## src/rtl/rtc_irq_vector.sv

```systemverilog
module rtc_irq_vector #(
  parameter int N_SRC = 6
) (
  input  logic                              clk,
  input  logic                              rst_n,
  input  logic [N_SRC-1:0]                  evt_set_i,
  input  logic [N_SRC-1:0]                  evt_en_i,
  input  logic [N_SRC-1:0]                  sw_clr_i,
  input  logic                              vec_acc_i,
  output logic                              irq_o,
  output logic [$clog2(2*N_SRC+1)-1:0]      vec_o
);
  localparam int VW = $clog2(2*N_SRC+1);

  logic [N_SRC-1:0] flags_q;
  logic [N_SRC-1:0] pend;
  logic [N_SRC-1:0] top_mask;
  logic [VW-1:0]    vec_d;

  assign pend  = flags_q & evt_en_i;
  assign irq_o = |pend;

  always_comb begin
    top_mask = '0;
    vec_d    = '0;
    for (int i = N_SRC-1; i >= 0; i--) begin
      if (pend[i]) begin
        top_mask    = '0;
        top_mask[i] = 1'b1;
        vec_d       = VW'(2*(i+1));
      end
    end
  end

  assign vec_o = vec_d;

  always_ff @(posedge clk) begin
    if (!rst_n) flags_q <= '0;
    else        flags_q <= (flags_q & ~(sw_clr_i | (vec_acc_i ? top_mask : '0))) | evt_set_i;
  end
endmodule


```

## config.mk

```make
export PLATFORM = sky130hd
export DESIGN_NAME = rtc_irq_vector
export DESIGN_NICKNAME = d
export VERILOG_FILES = /design/src/rtl/rtc_irq_vector.sv
export SDC_FILE = /design/constraint.sdc
export NUM_CORES = 1
export LEC_CHECK = 0
export BUFFER_PORTS_ARGS = -buffer_cell sky130_fd_sc_hd__buf_2
export CORE_AREA = 5 5 42 44
export CTS_BUF_LIST = sky130_fd_sc_hd__clkbuf_4 sky130_fd_sc_hd__clkbuf_8 sky130_fd_sc_hd__clkbuf_16
export CTS_CLUSTER_SIZE = 12
export DETAILED_ROUTE_END_ITERATION = 10
export DIE_AREA = 0 0 47 49
export MAX_ROUTING_LAYER = met4
export SYNTH_ARGS = -nofsm -noshare
export SYNTH_HDL_FRONTEND = slang
export SYNTH_SLANG_ARGS = --single-unit
```

## constraint.sdc

```tcl
create_clock -name clk -period 0.9 [get_ports clk]
set_input_delay 0.045 -clock clk [delete_from_list [all_inputs] [get_ports clk]]
set_output_delay 0.045 -clock clk [all_outputs]
set_load 0.05 [all_outputs]
```

==> run_summary.xml <==
<?xml version="1.0" encoding="UTF-8"?>
<metrics>
  <group name="finish">
    <metric name="finish.instance_area" unit="um^2">672</metric>
    <metric name="fillers" unit="">143</metric>
    <metric name="biggestRegsByFlops" unit="">flags_q: 6 flops</metric>
    <metric name="seqCellArea" unit="um^2">126</metric>
    <metric name="area.growth.synth_to_final" unit="%">86.5</metric>
    <metric name="max_ffs_per_register" unit="">6</metric>
    <metric name="fin_nets" unit="">97</metric>
    <metric name="regMostFlops" unit="">flags_q</metric>
    <metric name="multiInputGateArea" unit="um^2">302</metric>
    <metric name="post_route_cells_drive_above_1_share" unit="">0.730</metric>
    <metric name="antennaDiodeCount" unit="">0</metric>
    <metric name="utilization" unit="">0.479</metric>
  </group>
  <group name="pwr">
    <metric name="post-layout-total-power" unit="uW">910</metric>
    <metric name="power.density" unit="nW/um^2">1350</metric>
    <metric name="leakage_power_summed_over_all_cells" unit="nW">0.315</metric>
    <metric name="ir_worst_vdd" unit="mV">0.781</metric>
  </group>
  <group name="die">
    <metric name="start_util" unit="">0.257</metric>
    <metric name="design.portCount" unit="">26</metric>
    <metric name="die_w" unit="um">47</metric>
    <metric name="die_y" unit="um">49</metric>
    <metric name="core-area" unit="um^2">1400</metric>
    <metric name="placementRows" unit="">14</metric>
    <metric name="die-area" unit="um^2">2300</metric>
  </group>
  <group name="clock_network">
    <metric name="htreeDepth" unit="">1</metric>
    <metric name="cts.path.max_buffers" unit="">2</metric>
    <metric name="cts_root_buf" unit="">clkbuf_4</metric>
    <metric name="clock_sink_count" unit="">6</metric>
    <metric name="cts_tree" unit="">yes</metric>
    <metric name="cts_made_buffers" unit="">3</metric>
    <metric name="worst_setup_hold_path_clk_slew" unit="ps">50</metric>
    <metric name="insertion_delay" unit="ps">250</metric>
  </group>
  <group name="drt">
    <metric name="first_iter_violations" unit="">10</metric>
    <metric name="drc" unit="">0</metric>
    <metric name="detailedRoute.firstPassIterationCount" unit="">4</metric>
    <metric name="drt-total-wl" unit="um">1100</metric>
    <metric name="wl_per_cell" unit="um">12.2</metric>
    <metric name="vias" unit="">441</metric>
    <metric name="drtAntennaViolNets" unit="">0</metric>
    <metric name="route.detailed.vias_per_inst" unit="">4.90</metric>
  </group>
  <group name="worst_setup_path">
    <metric name="worst_r2r_path_depth" unit="">3</metric>
    <metric name="timing.setup.critical_path_class" unit="">flop to output pin</metric>
    <metric name="timing.critical_path.cells" unit="">nand2_2, a32o_2, a22o_4, buf_8</metric>
    <metric name="crit_family" unit="">compound AO/OA/AOI/OAI gates</metric>
    <metric name="critPathMaxFanout" unit="">3</metric>
    <metric name="timing.critical_path.to_type" unit="">output pin</metric>
    <metric name="cp.depth" unit="">4</metric>
    <metric name="critical_path.startpoint_type" unit="">flop</metric>
    <metric name="worst_path_largest_cell_delay" unit="ps">350</metric>
    <metric name="critical_path.reg2reg.startpoint" unit="">flags_q[2]$_SDFF_PN0_</metric>
    <metric name="timing.critical_path.to" unit="">vec_o[1]</metric>
    <metric name="critical_path_arrival" unit="ps">1250</metric>
    <metric name="slowest_stage" unit="">dfxtp_2</metric>
    <metric name="regToRegSetupSlack" unit="ps">-30</metric>
    <metric name="wp_data_required" unit="ps">850</metric>
    <metric name="buffers_plus_inverters_on_the_worst_setup_path" unit="">1</metric>
    <metric name="reg2reg_to" unit="">flags_q[3]$_SDFF_PN0_</metric>
    <metric name="startpoint" unit="">flags_q[3]$_SDFF_PN0_</metric>
  </group>
  <group name="logic_synthesis">
    <metric name="ys_async_sr_fraction" unit="">0</metric>
    <metric name="synth.area.top_cells" unit="">dfxtp_1 (33%), o21a_1 (6.3%), o21ai_0 (4.2%)</metric>
    <metric name="synth_cells" unit="">43</metric>
    <metric name="synth_top_area_share" unit="">0.333</metric>
    <metric name="synthDominantAreaCellType" unit="">dfxtp_1</metric>
    <metric name="yosys.cell_types.count" unit="">26</metric>
    <metric name="synth.avg_cell_area" unit="um^2">8.38</metric>
    <metric name="ys.flop_type" unit="">dfxtp_1</metric>
    <metric name="post_synthesis_net_count" unit="">64</metric>
    <metric name="yosysWarnings" unit="">0</metric>
    <metric name="synth.most_common_cell" unit="">dfxtp_1</metric>
    <metric name="syn-cell-area" unit="um^2">360</metric>
    <metric name="ys_ff_latch" unit="">6</metric>
    <metric name="yosys-top-cells-count" unit="">dfxtp_1 (6), nand2_1 (4), inv_1 (3), o21a_1 (3), o21ai_0 (3)</metric>
    <metric name="synth_seq_area_share" unit="">0.333</metric>
    <metric name="synth_enable_flop_cells" unit="">0</metric>
  </group>
  <group name="grt">
    <metric name="maximum_number_of_pins_on_one_net_before_global_route_repair" unit="">7</metric>
    <metric name="initial_antenna_violation_count" unit="">0</metric>
    <metric name="grtUsageTotal" unit="">0.113</metric>
    <metric name="grt_pass1_vias" unit="">471</metric>
    <metric name="grt-ovfl-total" unit="">0</metric>
    <metric name="grt_pass1_wl" unit="um">1900</metric>
  </group>
  <group name="sta">
    <metric name="clock.fmax" unit="MHz">772</metric>
    <metric name="rsz0062_at_grt" unit="">true</metric>
    <metric name="timing.final.crit_period" unit="ps">1300</metric>
    <metric name="layout_worst_path_cycle_share" unit="">1.44</metric>
    <metric name="fin_hold_ws" unit="ps">4.43</metric>
    <metric name="skew" unit="ps">0.434</metric>
    <metric name="finalHoldViolCount" unit="">0</metric>
    <metric name="slew_violations" unit="">0</metric>
    <metric name="final.setup.worst_slack" unit="ps">-396</metric>
    <metric name="final-setup-viol-count" unit="">7</metric>
  </group>
  <group name="outcome">
    <metric name="status" unit="">finished with violations</metric>
    <metric name="failed_checks" unit="">negative setup slack</metric>
  </group>
  <group name="placement">
    <metric name="port-buffer-count" unit="">24</metric>
    <metric name="place_area" unit="um^2">569</metric>
    <metric name="place.gp.congestion" unit="">0.771</metric>
    <metric name="hpwl" unit="um">896</metric>
  </group>
  <group name="job">
    <metric name="drv_cap" unit="">0</metric>
  </group>
  <group name="min_path">
    <metric name="timing.hold.worst.class" unit="">input pin to flop</metric>
  </group>
</metrics>
cells in the final DEF, fill, tap and decap left out, types with 2 or more instances in the layout:
cell type,count
buf_2,20
dfxtp_2,5
buf_6,4
buf_4,4
inv_1,3
o21a_1,3
clkbuf_4,3
a22oi_2,2
nand2_4,2
nand2_1,2
nor2b_1,2
o21ai_0,2
a31oi_1,2
metal layers:
| layer | routed length, um | vias up | part of all wire | GRT usage |
|---|---|---|---|---|
| met2 | 505 | 23 | 0.46 | 0.154 |
| met4 | 21 | 0 | 0.019 | 0.0553 |
| met3 | 99 | 4 | 0.090 | 0.0258 |
| met5 | 0 | - | 0 | - |
| li1 | - | 222 | - | - |
| met1 | 473 | 192 | 0.43 | 0.154 |
how the worst min path moves through the flow:
stage | to | slack (ps) | cells past startpoint | from
CTS | flags_q[2]$_SDFF_PN0_ | 3 | 2 | evt_set_i[2]
global placement | flags_q[2]$_SDFF_PN0_ | 260 | 2 | evt_set_i[2]
floorplan | flags_q[3]$_SDFF_PN0_ | 150 | 1 | evt_en_i[3]
global route | flags_q[2]$_SDFF_PN0_ | 20 | 2 | evt_set_i[2]
finish | flags_q[2]$_SDFF_PN0_ | 4 | 2 | evt_set_i[2]
detailed placement | flags_q[2]$_SDFF_PN0_ | 260 | 2 | evt_set_i[2]
repair_timing:
item                                    CTS  global route
hold buffers                              0             0
pin swaps                                 7             5
endpoints found under the setup margin    9             9
gates resized for setup                  17             7
setup buffers                             0             0
metrics by stage:
step	TNS [ps]	instances	setup slack [ps]
5_1_grt	-2030	90	-440
3_3_place_gp	-729	87	-205
3_5_place_dp	-752	87	-219
2_1_floorplan	-886	43	-249
6_report	-1490	90	-396
4_1_cts	-1580	90	-392
kinds of logic after synthesis:
family	share of synthesized area
AND/OR/NAND/NOR	0.240
AO/OA/AOI/OAI	0.365
flip-flops	0.333
other	0.0104
buffers and inverters	0.0521
cell type report:
type	instances	area share
multi-input combinational	33	0.449
tap	16	0.0298
sequential	6	0.188
timing repair buffer	29	0.283
inverter	3	0.0168
clock buffer	3	0.0335
worst reg2reg max path: stages (launching register included):
cell,delay [ps]
dfxtp_2,330
a22oi_2,190
and3_4,230
a31oi_1,70
where the power goes:
part	switching (mW)	leakage [nW]	internal, mW	total, mW
Clock	0.107	0.0138	0.152	0.259
Sequential	0.0171	0.0513	0.288	0.305
Combinational	0.187	0.250	0.160	0.346
Total	0.311	0.315	0.600	0.910
(Power assumes the default switching activity.)
